--- src/rtl/spi_pin_pkg.sv ---
package spi_pin_pkg;

    typedef enum logic [1:0] {
        ST_IDLE   = 2'd0,
        ST_ACTIVE = 2'd1,
        ST_STALL  = 2'd2
    } xfer_state_e;

    typedef enum logic [1:0] {
        PM_FULL       = 2'b00,
        PM_SIN_SHARED = 2'b01,
        PM_SOUT_SHARED = 2'b10,
        PM_SWAP       = 2'b11
    } pin_mode_e;

endpackage

--- src/rtl/spi_xfer_fsm.sv ---
module spi_xfer_fsm
    import spi_pin_pkg::*;
#(
    parameter int NUM_CS = 4
) (
    input  logic              clk,
    input  logic              rst_n,
    input  logic              cfg_no_stall,
    input  logic [NUM_CS-1:0] eng_cs_sel,
    input  logic              eng_word_start,
    input  logic              fifo_tx_empty,
    input  logic              fifo_rx_full,
    input  logic              flag_clr,
    output logic              frame,
    output logic              stall,
    output logic              fill_ones,
    output logic [NUM_CS-1:0] sel_q,
    output logic              underrun_flag,
    output logic              overrun_flag
);

    xfer_state_e state_q, state_d;
    logic        hold_cond;
    logic        word_go;
    logic        set_und, set_ovr;

    assign hold_cond = !cfg_no_stall && (fifo_tx_empty || fifo_rx_full);
    assign word_go   = (state_q == ST_ACTIVE) && eng_word_start;
    assign set_und   = word_go && cfg_no_stall && fifo_tx_empty;
    assign set_ovr   = word_go && cfg_no_stall && fifo_rx_full;

    always_comb begin
        state_d = state_q;
        unique case (state_q)
            ST_IDLE:   if (|eng_cs_sel) state_d = hold_cond ? ST_STALL : ST_ACTIVE;
            ST_ACTIVE: if (!(|eng_cs_sel)) state_d = ST_IDLE;
                       else if (hold_cond) state_d = ST_STALL;
            ST_STALL:  if (!(|eng_cs_sel)) state_d = ST_IDLE;
                       else if (!hold_cond) state_d = ST_ACTIVE;
            default:   state_d = ST_IDLE;
        endcase
    end

    always_ff @(posedge clk or negedge rst_n) begin
        if (!rst_n) begin
            state_q       <= ST_IDLE;
            sel_q         <= '0;
            fill_ones     <= 1'b0;
            underrun_flag <= 1'b0;
            overrun_flag  <= 1'b0;
        end else begin
            state_q       <= state_d;
            sel_q         <= eng_cs_sel;
            if (word_go) fill_ones <= set_und;
            else if (state_q == ST_IDLE) fill_ones <= 1'b0;
            underrun_flag <= (underrun_flag && !flag_clr) || set_und;
            overrun_flag  <= (overrun_flag && !flag_clr) || set_ovr;
        end
    end

    always_comb begin
        frame = (state_q != ST_IDLE);
        stall = (state_q == ST_STALL);
    end

    p_stall_cause_r7: assert property (@(posedge clk) disable iff (!rst_n)
        stall |-> $past(!cfg_no_stall && (fifo_tx_empty || fifo_rx_full) && (|eng_cs_sel)));

    p_und_sticky_r8: assert property (@(posedge clk) disable iff (!rst_n)
        (underrun_flag && !flag_clr) |=> underrun_flag);

    p_ovr_sticky_r9: assert property (@(posedge clk) disable iff (!rst_n)
        (overrun_flag && !flag_clr) |=> overrun_flag);

endmodule

--- src/rtl/spi_pin_router.sv ---
module spi_pin_router
    import spi_pin_pkg::*;
(
    input  logic       clk,
    input  logic       rst_n,
    input  logic [1:0] cfg_pin_mode,
    input  logic       cfg_out_tristate,
    input  logic       frame,
    input  logic       tx_dir,
    input  logic       tx_val,
    input  logic       sin_i,
    input  logic       sout_i,
    output logic       sin_o,
    output logic       sin_oe,
    output logic       sout_o,
    output logic       sout_oe,
    output logic       rx_pin
);

    pin_mode_e mode;
    logic      hold_q;
    logic      out_val;
    logic      idle_drive;

    assign mode       = pin_mode_e'(cfg_pin_mode);
    assign out_val    = frame ? tx_val : hold_q;
    assign idle_drive = frame || !cfg_out_tristate;

    always_ff @(posedge clk or negedge rst_n) begin
        if (!rst_n)     hold_q <= 1'b0;
        else if (frame) hold_q <= tx_val;
    end

    always_comb begin
        sin_o   = out_val;
        sout_o  = out_val;
        sin_oe  = 1'b0;
        sout_oe = 1'b0;
        rx_pin  = sin_i;
        unique case (mode)
            PM_FULL:        sout_oe = idle_drive;
            PM_SIN_SHARED:  sin_oe  = frame && tx_dir;
            PM_SOUT_SHARED: begin
                sout_oe = frame && tx_dir;
                rx_pin  = sout_i;
            end
            PM_SWAP: begin
                sin_oe = idle_drive;
                rx_pin = sout_i;
            end
            default: ;
        endcase
    end

    p_shared_wire_r3: assert property (@(posedge clk) disable iff (!rst_n)
        ((cfg_pin_mode == 2'b01 && sin_oe) || (cfg_pin_mode == 2'b10 && sout_oe)) |-> tx_dir);

    p_one_driver_r2: assert property (@(posedge clk) disable iff (!rst_n)
        !(sin_oe && sout_oe));

endmodule

--- src/rtl/spi_cs_driver.sv ---
module spi_cs_driver #(
    parameter int NUM_CS   = 4,
    parameter int CS_SPLIT = 2
) (
    input  logic              clk,
    input  logic              rst_n,
    input  logic [NUM_CS-1:0] cfg_cs_pol,
    input  logic              cfg_cs_hi_off,
    input  logic              frame,
    input  logic [NUM_CS-1:0] sel_q,
    output logic [NUM_CS-1:0] cs_o,
    output logic [NUM_CS-1:0] cs_oe
);

    for (genvar i = 0; i < NUM_CS; i++) begin : g_line
        if (i >= CS_SPLIT) begin : g_upper
            assign cs_oe[i] = !cfg_cs_hi_off;
        end else begin : g_lower
            assign cs_oe[i] = 1'b1;
        end
        assign cs_o[i] = (frame && sel_q[i]) ? cfg_cs_pol[i] : !cfg_cs_pol[i];
    end

    p_hi_off_r6: assert property (@(posedge clk) disable iff (!rst_n)
        cfg_cs_hi_off |-> (cs_oe[NUM_CS-1:CS_SPLIT] == '0));

endmodule

--- src/rtl/spi_rx_sampler.sv ---
module spi_rx_sampler (
    input  logic clk,
    input  logic rst_n,
    input  logic cfg_late_sample,
    input  logic sample_pulse,
    input  logic rx_pin,
    output logic rx_bit,
    output logic rx_valid
);

    logic pend_q;
    logic capture;

    assign capture = cfg_late_sample ? pend_q : sample_pulse;

    always_ff @(posedge clk or negedge rst_n) begin
        if (!rst_n) begin
            pend_q   <= 1'b0;
            rx_bit   <= 1'b0;
            rx_valid <= 1'b0;
        end else begin
            pend_q   <= sample_pulse;
            rx_valid <= capture;
            if (capture) rx_bit <= rx_pin;
        end
    end

    p_valid_src_r11: assert property (@(posedge clk) disable iff (!rst_n)
        rx_valid |-> ($past(sample_pulse) || $past(sample_pulse, 2)));

endmodule

--- src/rtl/spi_pin_stall_ctrl.sv ---
module spi_pin_stall_ctrl #(
    parameter int NUM_CS   = 4,
    parameter int CS_SPLIT = 2
) (
    input  logic              clk,
    input  logic              rst_n,
    input  logic [1:0]        cfg_pin_mode,
    input  logic              cfg_out_tristate,
    input  logic              cfg_no_stall,
    input  logic              cfg_late_sample,
    input  logic [NUM_CS-1:0] cfg_cs_pol,
    input  logic              cfg_cs_hi_off,
    input  logic [NUM_CS-1:0] eng_cs_sel,
    input  logic              eng_tx_bit,
    input  logic              eng_tx_dir,
    input  logic              eng_word_start,
    input  logic              eng_sample_pulse,
    input  logic              fifo_tx_empty,
    input  logic              fifo_rx_full,
    input  logic              flag_clr,
    input  logic              sin_i,
    output logic              sin_o,
    output logic              sin_oe,
    input  logic              sout_i,
    output logic              sout_o,
    output logic              sout_oe,
    output logic [NUM_CS-1:0] cs_o,
    output logic [NUM_CS-1:0] cs_oe,
    output logic              rx_bit,
    output logic              rx_valid,
    output logic              stall,
    output logic              underrun_flag,
    output logic              overrun_flag
);

    logic              frame;
    logic              fill_ones;
    logic              tx_val;
    logic              rx_pin;
    logic [NUM_CS-1:0] sel_q;

    assign tx_val = fill_ones || eng_tx_bit;

    spi_xfer_fsm #(.NUM_CS(NUM_CS)) u_fsm (
        .clk           (clk),
        .rst_n         (rst_n),
        .cfg_no_stall  (cfg_no_stall),
        .eng_cs_sel    (eng_cs_sel),
        .eng_word_start(eng_word_start),
        .fifo_tx_empty (fifo_tx_empty),
        .fifo_rx_full  (fifo_rx_full),
        .flag_clr      (flag_clr),
        .frame         (frame),
        .stall         (stall),
        .fill_ones     (fill_ones),
        .sel_q         (sel_q),
        .underrun_flag (underrun_flag),
        .overrun_flag  (overrun_flag)
    );

    spi_pin_router u_router (
        .clk             (clk),
        .rst_n           (rst_n),
        .cfg_pin_mode    (cfg_pin_mode),
        .cfg_out_tristate(cfg_out_tristate),
        .frame           (frame),
        .tx_dir          (eng_tx_dir),
        .tx_val          (tx_val),
        .sin_i           (sin_i),
        .sout_i          (sout_i),
        .sin_o           (sin_o),
        .sin_oe          (sin_oe),
        .sout_o          (sout_o),
        .sout_oe         (sout_oe),
        .rx_pin          (rx_pin)
    );

    spi_cs_driver #(.NUM_CS(NUM_CS), .CS_SPLIT(CS_SPLIT)) u_cs (
        .clk          (clk),
        .rst_n        (rst_n),
        .cfg_cs_pol   (cfg_cs_pol),
        .cfg_cs_hi_off(cfg_cs_hi_off),
        .frame        (frame),
        .sel_q        (sel_q),
        .cs_o         (cs_o),
        .cs_oe        (cs_oe)
    );

    spi_rx_sampler u_rx (
        .clk            (clk),
        .rst_n          (rst_n),
        .cfg_late_sample(cfg_late_sample),
        .sample_pulse   (eng_sample_pulse),
        .rx_pin         (rx_pin),
        .rx_bit         (rx_bit),
        .rx_valid       (rx_valid)
    );

endmodule

--- config.mk ---
export PLATFORM = sky130hd
export DESIGN_NAME = spi_pin_stall_ctrl
export DESIGN_NICKNAME = d
export VERILOG_FILES = /design/src/rtl/spi_pin_pkg.sv /design/src/rtl/spi_xfer_fsm.sv /design/src/rtl/spi_pin_router.sv /design/src/rtl/spi_cs_driver.sv /design/src/rtl/spi_rx_sampler.sv /design/src/rtl/spi_pin_stall_ctrl.sv
export SDC_FILE = /design/constraint.sdc
export NUM_CORES = 1
export LEC_CHECK = 0
export BUFFER_PORTS_ARGS = -buffer_cell sky130_fd_sc_hd__buf_2
export CAP_MARGIN = 10
export CORE_ASPECT_RATIO = 1.2
export CORE_UTILIZATION = 40
export DETAILED_ROUTE_END_ITERATION = 6
export PLACE_DENSITY = 0.78
export SLEW_MARGIN = 10
export SYNTH_ARGS = -nofsm -noshare
export SYNTH_HDL_FRONTEND = slang
export SYNTH_SLANG_ARGS = --single-unit
export TNS_END_PERCENT = 20
--- constraint.sdc ---
create_clock -name clk -period 1.5 [get_ports clk]
set_clock_uncertainty 0.05 [all_clocks]
set_input_delay 0.3 -clock clk [delete_from_list [all_inputs] [get_ports clk]]
set_output_delay 0.3 -clock clk [all_outputs]
set_load 0.1 [all_outputs]
After elaboration in Yosys (flattened, before gate mapping)

Index checks and enable logic that the tools add are counted.

Bits of input ports: 25
Output and inout port bits: 17
Word-level logic and storage cells: 67
Register bits after elaboration: 13

Multiplexer cells: 18
Reductions and logical operators: 32
Equality and inequality tests: 8

Operators with widths:

| cell                 | count |
|---|---|
| $logic_and A1 B1 Y1  | 12 |
| $mux W2              | 6 |
| $mux W1              | 9 |
| $logic_not A1 Y1     | 8 |
| $eq A2 B2 Y1 const B | 3 |
| $pmux W2 S3          | 1 |
| $logic_or A1 B1 Y1   | 5 |
| $eq A2 B1 Y1 const B | 2 |
| $logic_not A2 Y1     | 2 |
| $pmux W1 S2          | 2 |
| $reduce_bool A2 Y1   | 2 |
| $reduce_or A4 Y1     | 1 |
| $ne A3 B2 Y1 const B | 1 |
| $ne A3 B3 Y1 const B | 1 |
| $reduce_and A3 Y1    | 1 |
| $ne A2 B1 Y1 const B | 1 |
| $reduce_or A2 Y1     | 1 |

Logic depth before layout (Yosys ltp)

Gate-level depths: netlist of run 1.

Depth after elaboration: 5
Depth in mapped cells: 5
Gate-level depth less buffers: 3

Cells and area by module

Synthesis of run 1 repeated with hierarchy kept, for this count alone.

Cell total of the unflattened synthesis: 56
Area, all modules: 655.6 sq um

By module, submodules not included:

| module             | seq. area each (sq um) | cells each | area each (sq um) | times used |
|---|---|---|---|---|
| spi_xfer_fsm       | 225.2                  | 27         | 364.1             | 1 |
| spi_rx_sampler     | 75.1                   | 5          | 105.1             | 1 |
| spi_pin_router     | 25.0                   | 10         | 100.1             | 1 |
| spi_cs_driver      | 0.0                    | 13         | 80.1              | 1 |
| spi_pin_stall_ctrl | 0.0                    | 1          | 6.3               | 1 |

Worst setup path before layout of run 1

Ideal clock, no wire load.

Path kind: register to output
Start point: register u_fsm.state_q[0]
End point: output sout_o
Path buffers: 2
Data arrival time: 2.810 ns
Data required time: 1.150 ns
Slack: -1.660 ns
Cell stages (with the launch flop): 5
Path through: dfrtp_1 -> or2_1 -> buf_6 -> a21oi_1 -> buf_4

Longest elaborated chain between the ends: 2

RTL lines:

| item                   | RTL line                 | text |
|---|---|---|
| start, declared        | spi_xfer_fsm.sv:22       | `xfer_state_e state_q, state_d;` |
| start signal, assigned | spi_xfer_fsm.sv:52       | `state_q <= state_d;` |
| $reduce_bool A2 Y1     | spi_xfer_fsm.sv:62       | `frame = (state_q != ST_IDLE);` |
| $mux W1                | -                        |  |
| end, declared          | spi_pin_stall_ctrl.sv:25 | `output logic sout_o,` |

Every way passes these cells.

Final worst setup path of run 1

Start point: register u_fsm.state_q[0]
End point: output cs_o[0]

Longest elaborated chain between the ends: 3

RTL lines:

| item                | RTL line                 | text |
|---|---|---|
| $reduce_bool A2 Y1  | spi_xfer_fsm.sv:62       |  |
| $logic_and A1 B1 Y1 | spi_cs_driver.sv:21      | `assign cs_o[i] = (frame && sel_q[i]) ? cfg_cs_pol[i] : !cfg_cs_pol[i];` |
| $mux W1             | spi_cs_driver.sv:21      |  |
| end, declared       | spi_pin_stall_ctrl.sv:27 | `output logic [NUM_CS-1:0] cs_o,` |

Every way passes these cells.

==> flow_summary.yaml, run 1 <==
critical_path:
  critPathLaunchType: "flop"
  cp_slowest_stage_delay_ns: 0.39
  crit_slowest_cell: "dfrtp_1"
  required_ns: 1.15
  end_kind: "output pin"
  crit_family: "flip-flops"
  worstPathCellList: "or2_4 -> buf_8 -> nand2_4 -> xor2_4 -> buf_12"
  critPathMaxFanout: 6
  cp.buffers_inverters: 2
  critPathKind: "flop to output pin"
  critPathArrivalTime_ns: 1.51
detailed_routing:
  drt_iter0_drc: 5
  ant_nets: 0
  dr_total_vias: 593
  wirelength_um: 1700
  firstDrtPassIters: 4
  vias_per_cell: 4.82
  wire_per_inst_um: 13.8
  drc: 0
floorplan:
  die-area_sq_um: 1810
  design.core.area_sq_um: 1480
  io_pins: 42
  fp.dieH_um: 46.4
  die_width_um: 39.0
  rows: 15
  start_util: 0.443
grt:
  grtUsageTotal: 0.219
  antenna_found_initial: 0
  grt_pass1_vias: 604
  overflow: 0
  grt_pass1_wl_um: 2490
  grt_max_degree: 14
sta:
  maxSlewViolCount: 0
  post-route-min-period_ns: 1.86
  fmax_mhz: 537
  fin_tns_setup_ns: -2.90
  period_share: 1.24
  hold_slack_ns: 0.103
  setup_viol: 9
  rsz0062_at_grt: "true"
  fin_ws_ns: -0.363
  finalHoldViolCount: 0
pwr:
  power_frac_clock: 0.157
  p_int_mw: 0.725
  power_density_nw_per_um2: 1140
  p_comb_frac: 0.547
  p_seq_frac: 0.296
  ir_drop_mv: 0.679
  p_sw_mw: 0.603
  p_total_mw: 1.33
  swShare: 0.454
  p_leak_nw: 0.567
yosys:
  synth-seq-area-share: 0.495
  syn_area_per_cell_sq_um: 10.9
  yosysUniqueCellTypes: 22
  ys_warn_count: 0
  synthesis.area_sq_um: 657
  synthCells: 60
  ys_ff_latch: 13
final_layout:
  layout_common_cells: "28 x buf_2, 13 x dfrtp_1, 11 x buf_12, 6 x nor2_1"
  nFillCells: 98
  regArea_sq_um: 325
  area_growth_pct: 76.8
  final_area_sq_um: 1160
  multi_input_area_sq_um: 350
  diodes: 0
  nNetsFinal: 132
  final_common_cell: "buf_2"
  layout-drive-gt1-share: 0.585
clocking:
  cts.sinks: 13
  clock_path_buffers: 2
  cts_max_level: 1
  clk_latency_ns: 0.27
  cts_tree: "yes"
  clkTransAtPathRegs_ns: 0.07
  cts_buffers: 3
  cts-root-buf: "clkbuf_4"
place:
  gp_congestion: 0.652
  pre_cts_ws_ns: -0.0921
  io_buffer_count: 39
  hpwl_um: 1290
  dpl_cell_area_sq_um: 1090
status:
  outcome: "complete, but fails checks"
  violations: "setup timing"
run:
  max_cap_viol_count: 0
hold_path:
  hold_class: "input port to flop"
-- registers in the layout, indices dropped and copies added, names as in the netlist --
register,count
u_rx.pend_q,1
u_fsm.underrun_flag,1
u_router.hold_q,1
u_fsm.overrun_flag,1
u_rx.rx_bit,1
u_fsm.sel_q,4
u_rx.rx_valid,1
u_fsm.fill_ones,1
u_fsm.state_q,2
-- kinds of logic (layout without fill, tap and decap cells) --
| group | count (synthesis) | count (layout) | share of synthesized area |
|---|---|---|---|
| and+or+nand+nor | 23 | 23 | 0.210 |
| DFF | 13 | 13 | 0.495 |
| AOI/OAI and AO/OA | 9 | 9 | 0.0781 |
| buffers and inverters | 8 | 53 | 0.0800 |
| xor gates and xnor gates | 4 | 4 | 0.0990 |
| muxes | 2 | 2 | 0.0324 |
| other | 1 | 2 | 0.00571 |
-- per-layer routing --
metal,wire (um),GRT usage,up-vias
li1,-,-,273
met1,518,0.208,282
met2,1030,0.407,30
met3,75,0.0145,8
met4,72,0.186,0
met5,0,0,-
-- final timing paths --
check / depth (start not counted) / from / slack, ns / to
worst max-delay path: 5 / u_fsm.state_q[0] / -0.36 / cs_o[0]
worst min-delay path: 1 / eng_sample_pulse / 0.10 / u_rx.pend_q
worst max register to register: 5 / u_fsm.state_q[1] / 0.28 / u_fsm.underrun_flag
worst min register to register: 2 / u_fsm.underrun_flag / 0.48 / u_fsm.underrun_flag
max in group asynchronous: 2 / rst_n / 0.79 / u_router.hold_q
min in group asynchronous: 2 / rst_n / 0.39 / u_fsm.sel_q[3]
-- power by group through the flow --
stage / registers, mW / logic [mW] / clock network, mW
floorplan: 0.464 / 0.420 / 0
global placement: 0.396 / 0.694 / 0
detailed placement: 0.398 / 0.705 / 0
CTS: 0.392 / 0.714 / 0.216
global route: 0.395 / 0.754 / 0.236
finish: 0.393 / 0.727 / 0.208
-- cell type report --
cell class                 count  share of cell area
timing repair buffer          46               0.367
multi-input combinational     40               0.302
sequential                    13               0.280
clock buffer                   4              0.0226
tap                           17              0.0183
inverter                       3             0.00970
-- synthesized netlist by cell type, drive strengths merged --
master  instances  area share
nand2           8       0.091
inv             3       0.017
buf             5       0.063
nor2            8       0.046
dfrtp          13        0.50
mux2i           1       0.015
nor3            1      0.0076
o41ai           1       0.013
nor2b           1      0.0095
mux2            1       0.017
xor2            4       0.099
and2b           1       0.011
or2             1      0.0095
o21ai           4       0.030
nand2b          2       0.019
a21boi          1       0.011
and4b           1       0.015
conb            1      0.0057
a21oi           3       0.023
-- metrics by stage --
| step | util | cells |
|---|---|---|
| floorplan | - | 61 |
| global placement | 0.738 | 116 |
| detailed placement | 0.738 | 116 |
| CTS | 0.769 | 121 |
| global route | 0.783 | 123 |
| finish | 0.783 | 123 |
-- repair_timing --
action / in CTS / in global routing
cloned: 0 / 0
gates resized for setup: 3 / 2
setup endpoints to repair: 9 / 9
hold endpoints to repair: 13 / 0
setup buffers: 0 / 2
hold buffers: 1 / 0
pin swaps: 8 / 4
(Power assumes the default switching activity.)
==> inputs of run 2 (changes only) <==
--- a/constraint.sdc
+++ b/constraint.sdc
@@ -4,2 +4,2 @@
 set_output_delay 0.3 -clock clk [all_outputs]
-set_load 0.1 [all_outputs]
+set_load 0.02 [all_outputs]
==> run 2 against run 1 <==
Effect of this change: the flow still finishes with violations (setup timing); final area is 17% lower; maximum frequency is 6.6% higher; power is 33% lower; count of clock-buffer cells in the layout stayed put; setup slack better by 0.12 ns.
==> flow_summary.yaml, run 2 (synthesized netlist as in run 1, its figures left out) <==
run:
  max_cap_viol_count: 0
sta:
  rsz0062_at_grt: "true"
  post-route-min-period_ns: 1.75
  finalHoldViolCount: 0
  maxSlewViolCount: 0
  fin_tns_setup_ns: -1.88
  fmax_mhz: 572
  fin_ws_ns: -0.247
  period_share: 1.16
  setup_viol: 9
final_layout:
  nFillCells: 127
  reg_top3: "u_fsm.sel_q x4, u_fsm.state_q x2"
  regArea_sq_um: 325
  largest-register: "u_fsm.sel_q"
  largest_register_ffs: 4
  layout_common_cells: "34 x buf_2, 13 x dfrtp_1, 7 x nor2_1, 5 x buf_6"
  nNetsFinal: 130
  layout-drive-gt1-share: 0.548
  final_common_cell: "buf_2"
  multi_input_area_sq_um: 297
  area_growth_pct: 46.1
  diodes: 0
grt:
  grtUsageTotal: 0.144
  grt_max_degree: 14
  grt_pass1_vias: 472
  antenna_found_initial: 0
  grt_pass1_wl_um: 1770
  overflow: 0
hold_path:
  hold_class: "input port to flop"
  min_path_cells: 1
  hold_path_end: "u_rx.pend_q"
  min_from: "eng_sample_pulse"
status:
  outcome: "complete, but fails checks"
  violations: "setup timing"
pwr:
  p_sw_mw: 0.274
  power_density_nw_per_um2: 932
  ir_drop_mv: 0.442
  power_frac_clock: 0.227
  p_seq_frac: 0.437
  p_leak_nw: 0.501
  p_comb_frac: 0.336
  p_int_mw: 0.621
  swShare: 0.306
place:
  pre_cts_ws_ns: -0.0176
  gp_congestion: 0.629
  io_buffer_count: 39
  hpwl_um: 1020
critical_path:
  cp.buffers_inverters: 2
  reg2reg_slack_ns: 0.34
  r2r_cells: 5
  cp_slowest_stage_delay_ns: 0.37
  critPathLaunchType: "flop"
  r2r-start: "u_fsm.state_q[0]"
  end_kind: "output pin"
  required_ns: 1.15
  critPathKind: "flop to output pin"
  critPathMaxFanout: 8
  critPathArrivalTime_ns: 1.40
  crit_slowest_cell: "dfrtp_1"
  worstPathCellList: "or2_1 -> buf_12 -> nand2_4 -> xor2_2 -> buf_6"
  r2r-end: "u_fsm.underrun_flag"
  crit_family: "flip-flops"
detailed_routing:
  drt_iter0_drc: 7
  vias_per_cell: 4.55
  ant_nets: 0
  wire_per_inst_um: 10.2
  dr_total_vias: 551
  drc: 0
  wirelength_um: 1230
  firstDrtPassIters: 3
floorplan:
  die-area_sq_um: 1810
  die_width_um: 39.0
  io_pins: 42
  design.core.area_sq_um: 1480
  start_util: 0.443
  fp.dieH_um: 46.4
  rows: 15
clocking:
  cts.sinks: 13
  clkTransAtPathRegs_ns: 0.07
  clk_latency_ns: 0.26
  cts_buffers: 3
  clock_path_buffers: 2
  cts-root-buf: "clkbuf_4"
  cts_max_level: 1
  cts_tree: "yes"
==> run 2: cell types whose count changed in the layout (fill, tap and decap cells not counted), sizes merged <==
cell	before	now
buf	45	43
==> run 2: layer usage <==
metal | global-route usage | part of all wire
met4 | 0.0828 | 0
met5 | 0 | 0
met1 | 0.155 | 0.39
met3 | 0.0145 | 0.075
met2 | 0.263 | 0.53
==> run 2: area by class of cell <==
type	instances	area share
clock buffer	4	0.0274
inverter	3	0.0117
tap	17	0.0222
timing repair buffer	44	0.291
sequential	13	0.339
multi-input combinational	40	0.309
==> run 2: power by group through the flow <==
stage               Sequential (mW)  Combinational [mW]  Clock (mW)
detailed placement            0.398               0.272           0
floorplan                     0.410               0.158           0
global placement              0.396               0.266           0
finish                        0.391               0.301       0.203
global route                  0.394               0.326       0.225
CTS                           0.391               0.284       0.213
==> run 2: how the worst max path moves through the flow <==
stage              end        startpoint  depth (start not counted)  slack [ns]
6_report       cs_o[2]  u_fsm.state_q[0]                          5       -0.25
5_1_grt        cs_o[2]  u_fsm.state_q[0]                          5       -0.32
4_1_cts        cs_o[2]  u_fsm.state_q[1]                          5       -0.27
3_5_place_dp   cs_o[2]  u_fsm.state_q[0]                          5       -0.02
3_3_place_gp   cs_o[0]  u_fsm.state_q[0]                          5        0.04
2_1_floorplan   sout_o  u_fsm.state_q[0]                          4      -0.003
==> run 2: through the flow <==
step / power, mW / utilization / cell area [sq um] / instances / hold WS [ns]
detailed placement: 0.670 / 0.597 / 885 / 115 / 0.149
finish: 0.894 / 0.647 / 960 / 121 / 0.104
global placement: 0.662 / 0.597 / 885 / 115 / 0.139
CTS: 0.888 / 0.628 / 931 / 120 / 0.0974
global route: 0.945 / 0.647 / 960 / 121 / 0.0935
floorplan: 0.568 / - / 674 / 61 / -0.0456
==> run 2: repair_timing <==
action                                 CTS  global route
cloned                                   0             0
setup buffers                            0             1
setup endpoints to repair                8             9
resized for setup                        4             6
endpoints found under the hold margin   13             0
pin swaps                                6             3
hold buffers                             1             0
==> inputs of run 3 (changes only) <==
Clock period 1.5 ns to 1.9 ns, I/O delays scaled along.
==> run 3 against run 2 <==
Effect of this change: the run now ends clean; die area stayed put; power is 26% lower; count of clock-buffer cells in the layout stayed put; register-to-register slack better by 0.46 ns; first-iteration DRC count is 57% lower; global-route usage is 0.41 points lower; setup slack better by 0.32 ns.
==> flow_summary.yaml, run 3 (synthesized netlist as in run 1, its figures left out) <==
pwr:
  power_density_nw_per_um2: 750
  p_total_mw: 0.659
  p_leak_nw: 0.468
  p_int_mw: 0.456
  p_comb_frac: 0.288
  power_frac_clock: 0.241
  p_seq_frac: 0.471
  swShare: 0.307
  p_sw_mw: 0.202
  ir_drop_mv: 0.293
sta:
  fin_tns_setup_ns: 0
  maxSlewViolCount: 0
  finalHoldViolCount: 0
  period_share: 0.963
  post-route-min-period_ns: 1.83
  fmax_mhz: 546
  setup_viol: 0
  rsz0062_at_grt: "true"
clocking:
  cts_tree: "yes"
  clkTransAtPathRegs_ns: 0.07
  cts_buffers: 3
  cts-root-buf: "clkbuf_4"
  cts_max_level: 1
  cts.sinks: 13
  clock_path_buffers: 2
  clk_latency_ns: 0.26
detailed_routing:
  firstDrtPassIters: 4
  wirelength_um: 1120
  drt_iter0_drc: 3
  wire_per_inst_um: 9.58
  ant_nets: 0
  vias_per_cell: 4.56
  drc: 0
  dr_total_vias: 533
critical_path:
  endpoint: "cs_o[3]"
  end_kind: "output pin"
  crit_slowest_cell: "dfrtp_1"
  r2r-start: "u_fsm.state_q[0]"
  cp_slowest_stage_delay_ns: 0.41
  required_ns: 1.47
  r2r_cells: 3
  critPathLaunchType: "flop"
  reg2reg_slack_ns: 0.80
  r2r-end: "u_router.hold_q"
  worstPathCellList: "or2_4 -> nand2_4 -> xor2_2 -> buf_2"
  crit_start: "u_fsm.state_q[0]"
  critPathArrivalTime_ns: 1.40
  critPathMaxFanout: 8
  critPathKind: "flop to output pin"
final_layout:
  nFillCells: 131
  final_area_sq_um: 878
  layout_common_cells: "39 x buf_2, 13 x dfrtp_1, 8 x nor2_1"
  final_common_cell: "buf_2"
  largest_register_ffs: 4
  final_core_util: 0.592
  diodes: 0
  layout-drive-gt1-share: 0.530
  area_growth_pct: 33.7
  reg_top3: "u_fsm.sel_q x4, u_fsm.state_q x2"
  nNetsFinal: 126
  largest-register: "u_fsm.sel_q"
floorplan:
  start_util: 0.443
  fp.dieH_um: 46.4
  die-area_sq_um: 1810
  die_width_um: 39.0
  io_pins: 42
  rows: 15
  design.core.area_sq_um: 1480
grt:
  grt_max_degree: 14
  antenna_found_initial: 0
  overflow: 0
  grtUsageTotal: 0.139
  grt_pass1_vias: 460
  grt_pass1_wl_um: 1690
place:
  io_buffer_count: 39
  gp_congestion: 0.679
  dpl_cell_area_sq_um: 836
  hpwl_um: 965
run:
  max_cap_viol_count: 0
hold_path:
  hold_class: "input port to flop"
status:
  outcome: "complete, no violations"
[run 3: how the worst min path moves through the flow]
stage                                start              end  slack [ns]  cells after the start
after floorplan                      rst_n  u_fsm.fill_ones        0.03                      0
after global placement               rst_n    u_rx.rx_valid        0.23                      1
after detailed placement             rst_n      u_rx.pend_q        0.23                      1
after CTS                    eng_cs_sel[1]   u_fsm.sel_q[1]        0.17                      1
after global routing      eng_sample_pulse      u_rx.pend_q        0.16                      1
final                        eng_cs_sel[1]   u_fsm.sel_q[1]        0.18                      1
[run 3: area by class of cell]
class | instances | area (sq um) | area share
inverter | 3 | 11.3 | 0.0128
clock buffer | 4 | 26.3 | 0.0299
sequential | 13 | 325 | 0.370
multi-input combinational | 40 | 289 | 0.329
timing repair buffer | 40 | 205 | 0.234
tap | 17 | 21.3 | 0.0242
[run 3: metrics by stage]
stage          cells  hold slack [ns]  worst slack (ns)
6_report         117            0.182            0.0701
5_1_grt          117            0.163           -0.0170
3_5_place_dp     112            0.225             0.189
3_3_place_gp     112            0.226             0.239
2_1_floorplan     61           0.0344            0.0569
4_1_cts          117            0.170            0.0254
[run 3: worst max-delay path: cells and delay by family, from the launching register on]
family | cells | cell delay, ns
xor+xnor | 1 | 0.13
buf+inv | 1 | 0.17
flops | 1 | 0.41
simple gates | 2 | 0.43
[run 3: per-layer routing]
metal,vias to the layer above,track usage,wire length (um)
li1,265,-,-
met1,239,0.145,435
met2,27,0.240,589
met3,2,0.0290,78
met4,0,0.103,18
met5,-,0,0
[run 3: timing repair]
item	4_1_cts	5_1_grt
hold buffers	1	0
hold endpoints to repair	13	0
buffers inserted	0	0
resized for setup	1	1
endpoints found under the setup margin	8	3
pin swaps	0	0
[run 3: power by group through the flow]
| stage | clock network, mW | registers [mW] | logic [mW] |
|---|---|---|---|
| global route | 0.179 | 0.313 | 0.207 |
| finish | 0.159 | 0.310 | 0.190 |
| detailed placement | 0 | 0.315 | 0.187 |
| CTS | 0.169 | 0.310 | 0.191 |
| global placement | 0 | 0.314 | 0.183 |
| floorplan | 0 | 0.323 | 0.118 |
